$ cat config.mk
export PLATFORM = sky130hd
export DESIGN_NAME = pfail_guard
export DESIGN_NICKNAME = d
export VERILOG_FILES = /design/src/rtl/pfail_pkg.sv /design/src/rtl/flag_sync.sv /design/src/rtl/hold_timer.sv /design/src/rtl/bus_gate.sv /design/src/rtl/pfail_guard.sv
export SDC_FILE = /design/constraint.sdc
export NUM_CORES = 1
export LEC_CHECK = 0
export BUFFER_PORTS_ARGS = -buffer_cell sky130_fd_sc_hd__buf_2
export CAP_MARGIN = 10
export CORE_MARGIN = 2
export CORE_UTILIZATION = 53
export CTS_CLUSTER_DIAMETER = 80
export CTS_CLUSTER_SIZE = 8
export DETAILED_ROUTE_END_ITERATION = 12
export PLACE_DENSITY = 0.72
export SLEW_MARGIN = 40
export SYNTH_ARGS = -nofsm -noshare
export SYNTH_HDL_FRONTEND = slang
export SYNTH_HIERARCHICAL = 1
export SYNTH_SLANG_ARGS = --single-unit
$ cat constraint.sdc
create_clock -name clk -period 1.03 [get_ports clk]
set_input_delay 0.0515 -clock clk [delete_from_list [all_inputs] [get_ports clk]]
set_output_delay 0.0515 -clock clk [all_outputs]
set_load 0.03 [all_outputs]
$ cat src/rtl/pfail_pkg.sv
package pfail_pkg;

  // Synchronised comparator flags
  typedef struct packed {
    logic sw;   // below switchover point
    logic wp;   // below write-protect point
    logic ok;   // in tolerance
  } supply_flags_t;

  localparam int NUM_FLAGS = $bits(supply_flags_t);

  // Safe state: battery selected, protected, not in tolerance
  localparam supply_flags_t FLAGS_SAFE = '{sw: 1'b1, wp: 1'b1, ok: 1'b0};

endpackage

$ cat src/rtl/flag_sync.sv
module flag_sync #(
  parameter int             WIDTH   = 1,
  parameter int             STAGES  = 2,
  parameter logic [WIDTH-1:0] RST_VAL = '0
) (
  input  logic             clk,
  input  logic             rst_n,
  input  logic [WIDTH-1:0] d_async,
  output logic [WIDTH-1:0] q_sync
);

  logic [STAGES-1:0][WIDTH-1:0] stage_q;

  generate
    for (genvar s = 0; s < STAGES; s++) begin : g_stage
      logic [WIDTH-1:0] stage_d;
      if (s == 0) begin : g_first
        always_comb stage_d = d_async;
      end else begin : g_next
        always_comb stage_d = stage_q[s-1];
      end
      always_ff @(posedge clk or negedge rst_n) begin
        if (!rst_n) stage_q[s] <= RST_VAL;
        else        stage_q[s] <= stage_d;
      end
    end
  endgenerate

  assign q_sync = stage_q[STAGES-1];

endmodule

$ cat src/rtl/hold_timer.sv
module hold_timer #(
  parameter int HOLD_CYC = 200_000
) (
  input  logic clk,
  input  logic rst_n,
  input  logic supply_ok,
  output logic released
);

  localparam int               CNT_W = $clog2(HOLD_CYC + 1);
  localparam logic [CNT_W-1:0] LAST  = CNT_W'(HOLD_CYC - 1);

  logic [CNT_W-1:0] cnt_q, cnt_d;
  logic             rel_q, rel_d;
  logic             cnt_en;

  // Counting only while in tolerance and not yet released
  assign cnt_en = supply_ok && !rel_q;

  always_comb begin
    cnt_d = cnt_q;
    rel_d = rel_q;
    if (!supply_ok) begin
      cnt_d = '0;
      rel_d = 1'b0;
    end else if (cnt_en) begin
      if (cnt_q == LAST) rel_d = 1'b1;
      else               cnt_d = cnt_q + 1'b1;
    end
  end

  always_ff @(posedge clk or negedge rst_n) begin
    if (!rst_n) begin
      cnt_q <= '0;
      rel_q <= 1'b0;
    end else begin
      cnt_q <= cnt_d;
      rel_q <= rel_d;
    end
  end

  assign released = rel_q;

endmodule

$ cat src/rtl/bus_gate.sv
module bus_gate (
  input  logic ce_n,
  input  logic we_n,
  input  logic oe_n,
  input  logic allow,
  output logic wr_stb,
  output logic dout_en
);

  logic sel, wr_req, rd_req;

  always_comb begin
    sel     = !ce_n;
    wr_req  = sel && !we_n;
    rd_req  = sel && !oe_n && we_n;
    wr_stb  = allow && wr_req;
    dout_en = allow && rd_req;
  end

endmodule

$ cat src/rtl/pfail_guard.sv
module pfail_guard
  import pfail_pkg::*;
#(
  parameter int HOLD_CYC    = 200_000,
  parameter int SYNC_STAGES = 2
) (
  input  logic clk,
  input  logic rst_n,
  input  logic vok_raw,
  input  logic vwp_raw,
  input  logic vsw_raw,
  input  logic ce_n,
  input  logic we_n,
  input  logic oe_n,
  output logic wr_stb,
  output logic dout_en,
  output logic batt_sel,
  output logic rst_pd_n
);

  // Reset: asserted asynchronously, released on a clock edge
  logic [1:0] rsync_q;
  logic       rst_int_n;

  always_ff @(posedge clk or negedge rst_n) begin
    if (!rst_n) rsync_q <= 2'b00;
    else        rsync_q <= {rsync_q[0], 1'b1};
  end
  assign rst_int_n = rsync_q[1];

  supply_flags_t raw_flags, sync_flags;
  logic          hold_rel, access_ok;

  assign raw_flags = '{sw: vsw_raw, wp: vwp_raw, ok: vok_raw};

  flag_sync #(
    .WIDTH  (NUM_FLAGS),
    .STAGES (SYNC_STAGES),
    .RST_VAL(FLAGS_SAFE)
  ) u_sync (
    .clk    (clk),
    .rst_n  (rst_int_n),
    .d_async(raw_flags),
    .q_sync (sync_flags)
  );

  hold_timer #(
    .HOLD_CYC(HOLD_CYC)
  ) u_hold (
    .clk      (clk),
    .rst_n    (rst_int_n),
    .supply_ok(sync_flags.ok),
    .released (hold_rel)
  );

  assign access_ok = hold_rel && !sync_flags.wp;

  bus_gate u_gate (
    .ce_n   (ce_n),
    .we_n   (we_n),
    .oe_n   (oe_n),
    .allow  (access_ok),
    .wr_stb (wr_stb),
    .dout_en(dout_en)
  );

  assign batt_sel = sync_flags.sw;
  assign rst_pd_n = hold_rel;

endmodule

==> impl_metrics.py <==
metrics = {
    "outcome": {
        "status": "complete, but fails checks",
        "failed_checks": "negative setup slack",
    },
    "setup_path": {
        "end_kind": "flop",
        "setup.worst_path.start": "u_hold/cnt_q[6]",
        "crit_buf_inv": 2,
        "r2r-start": "u_hold/cnt_q[6]",
        "worstPathArrival_ns": 1.95,
        "critical_path_class": "reg -> reg",
        "cpLargestDelayFamily": "simple AND/OR/NAND/NOR gates",
        "start_kind": "flop",
        "cpPeakStageDelay_ns": 0.45,
        "cp_max_fo": 3,
        "path_cells": "nand4_1, buf_4, buf_6, nor3_4, nand3_2, mux2i_1",
        "r2r_cells": 6,
        "reg2reg_slack_ns": -0.66,
        "worst-endpoint-required_ns": 1.29,
        "rr_endpoint": "u_hold/cnt_q[12]",
        "worstSetupEndpoint": "u_hold/cnt_q[12]",
        "worst-path-stages": 6,
        "slowest_stage": "dfrtp_1",
    },
    "global_route": {
        "antenna_found_initial": 0,
        "grt_usage_pct": 31.9,
        "grt_pass1_wl_mm": 7.40,
        "met3_usage_pct": 5.39,
        "grt_pass1_vias": 1463,
        "top_usage_layer": "met2",
        "use_met1_pct": 38.7,
        "grt-ovfl-total": 0,
        "grt_max_degree": 32,
        "met2_usage_pct": 53.7,
    },
    "yosys": {
        "synthTopCellsByArea": "dfrtp_1, dfstp_2, a31oi_2",
        "synth-seq-cells": 27,
        "synth_largest_area_cell": "dfrtp_1",
        "netlist_area_mm2": 0.00140,
        "async_flop_share_pct": 100,
        "yosysWarningCount": 6,
        "yosysTopAreaCellShare_pct": 41.2,
        "synth.area.mux_share_pct": 2.86,
        "syn_inst": 131,
        "synth_nets": 140,
        "synth_cell_types": 43,
        "synth_edf_count": 0,
        "synth_xor_area_share_pct": 3.76,
        "syn_avg_cell_area_um2": 10.7,
        "synth.most_common_cell": "dfrtp_1",
        "synthFlopType": "dfrtp_1",
        "yosysSeqAreaShare_pct": 48.7,
        "synth_top_family_by_area": "simple AND/OR/NAND/NOR gates",
        "synth_common_cells": "dfrtp_1, nand2_1, nand3_1",
        "synthSimpleGateAreaFrac_pct": 29.5,
        "synth_compound_area_share_pct": 10.6,
        "synth-adder-area-share_pct": 0.895,
    },
    "detailed_routing": {
        "drtIter0Drc": 104,
        "vias_per_cell": 6.57,
        "drc": 0,
        "antenna_left": 0,
        "post_drt_wl_per_cell_um": 23.4,
        "firstDrtPassIters": 4,
        "drt-total-wl_mm": 5.28,
        "vias": 1484,
    },
    "timing": {
        "fin_ws_ns": -0.657,
        "fin_skew_ns": 0.00695,
        "finalCritPeriodShare_pct": 164,
        "slew_violations": 0,
        "rsz0062_at_grt": "yes",
        "fin_hold_ws_ns": 0.0231,
        "finalHoldViolCount": 0,
        "setup_viol": 23,
        "max_freq_ghz": 0.593,
        "period_needed_ns": 1.69,
    },
    "die": {
        "die_h_um": 55.4,
        "initial_core_util_pct": 56.4,
        "ioPinCount": 12,
        "core_area_mm2": 0.00248,
        "num_rows": 18,
        "dieWidth_um": 55.4,
        "dieArea_mm2": 0.00306,
    },
    "place": {
        "hpwl_mm": 2.28,
        "place.port_buffers": 11,
        "dpl_cell_area_mm2": 0.00176,
        "finalWeightedCongestion": 0.833,
    },
    "cells_and_area": {
        "antenna_cells": 0,
        "ff_latch_area_um2": 683,
        "fillers": 99,
        "multi_input_area_um2": 861,
        "final_cell_area_mm2": 0.00219,
        "layout.nets": 206,
        "drive_gt1_share_pct": 52.6,
        "final_util_pct": 88.5,
        "area_delta_synth_final_pct": 56.9,
    },
    "run": {
        "cap_violations": 0,
    },
    "clock_network": {
        "clk_pin_slew_worst_paths_ns": 0.16,
        "cts_tree": "built",
        "cts.path.max_buffers": 2,
        "cts_root_buf": "clkbuf_4",
        "h-tree-depth": 1,
        "clk_latency_ns": 0.35,
        "clock_sinks": 27,
        "numCtsBuffers": 3,
    },
    "min_path": {
        "hp-class": "in -> async",
    },
    "power_and_ir_drop": {
        "p_per_area_mw_per_mm2": 973,
        "ir_worst_vdd_uv": 1190,
        "leakage_nw": 1.02,
    },
}
## state kept, by name, indices dropped and copies added (netlist names)
signal and cells:
rsync_q 2, u_hold/released 1, u_sync/g_stage.stage_d 3, u_sync/q_sync 3, u_hold/cnt_q 18
## layer usage
metal | wire length, um | share of wire (%)
met1 | 1930 | 36
met2 | 2610 | 49
met4 | 318 | 6.0
met5 | 0 | 0
met3 | 421 | 8.0
## cell type report
| class | instances | area share (%) |
|---|---|---|
| sequential | 27 | 31.1 |
| inverter | 3 | 0.513 |
| timing repair buffer | 68 | 26.0 |
| tap | 30 | 1.71 |
| multi-input combinational | 94 | 39.2 |
| clock buffer | 3 | 1.03 |
| clock inverter | 1 | 0.342 |
## how the worst min path moves through the flow
stage | end | slack, ns | cells past startpoint
CTS | rsync_q[0] | 0.002 | 2
global route | rsync_q[1] | 0.02 | 2
floorplan | rsync_q[0] | -0.24 | 0
global placement | rsync_q[1] | -0.17 | 1
finish | rsync_q[1] | 0.02 | 2
detailed placement | rsync_q[0] | -0.16 | 1
## through the flow
step                std cells  power [mW]  setup slack (ns)  setup TNS, ns
floorplan                 131        1.37            -0.509          -6.85
global placement          200        1.50            -0.594          -8.79
detailed placement        200        1.52            -0.606          -9.37
CTS                       221        2.03            -0.521          -9.18
global route              226        2.20            -0.727         -13.26
finish                    226        2.13            -0.657         -12.46
## cells by family (layout without fill, tap and decap cells)
kind of cell,count (synthesis),in the layout
AND/OR/NAND/NOR,64,64
flip-flops,27,27
AO/OA/AOI/OAI,18,18
buffers and inverters,10,75
XOR/XNOR,6,6
multiplexers,4,4
adder cells (fa/ha/maj),1,1
other,1,1
## layout by cell type (no fill, tap or decap), drive strengths merged, types with 2 or more instances in the layout
cell type | Yosys | final
nand4b | 2 | 2
o41ai | 2 | 2
nor3b | 2 | 2
inv | 3 | 3
nand2b | 8 | 8
xor2 | 4 | 4
nand2 | 10 | 10
dlygate4sd3 | 0 | 4
clkbuf | 5 | 3
o21ai | 3 | 3
nand3 | 11 | 11
buf | 2 | 64
nor2 | 3 | 3
mux2i | 4 | 4
nor4 | 3 | 3
xnor2 | 2 | 2
o311ai | 2 | 2
or3 | 2 | 2
nor3 | 2 | 2
a31oi | 5 | 5
dfstp | 4 | 4
and2 | 6 | 6
dfrtp | 23 | 23
and4bb | 2 | 2
nand4 | 7 | 7
a21oi | 3 | 3
## power by group
group | leakage, nW | total [mW] | internal (mW) | switching, mW
sequential | 0.348 | 1.20 | 1.13 | 0.0754
clock | 0.0139 | 0.514 | 0.150 | 0.364
combinational | 0.657 | 0.418 | 0.206 | 0.212
## what timing repair did
| item | 4_1_cts | 5_1_grt |
|---|---|---|
| setup buffers | 14 | 6 |
| cloned | 0 | 0 |
| hold endpoints to repair | 5 | 0 |
| pin swaps | 16 | 14 |
| hold buffers | 4 | 0 |
| endpoints found under the setup margin | 23 | 23 |
| resized for setup | 34 | 13 |
Note: power is estimated with default switching activity, not from simulation.
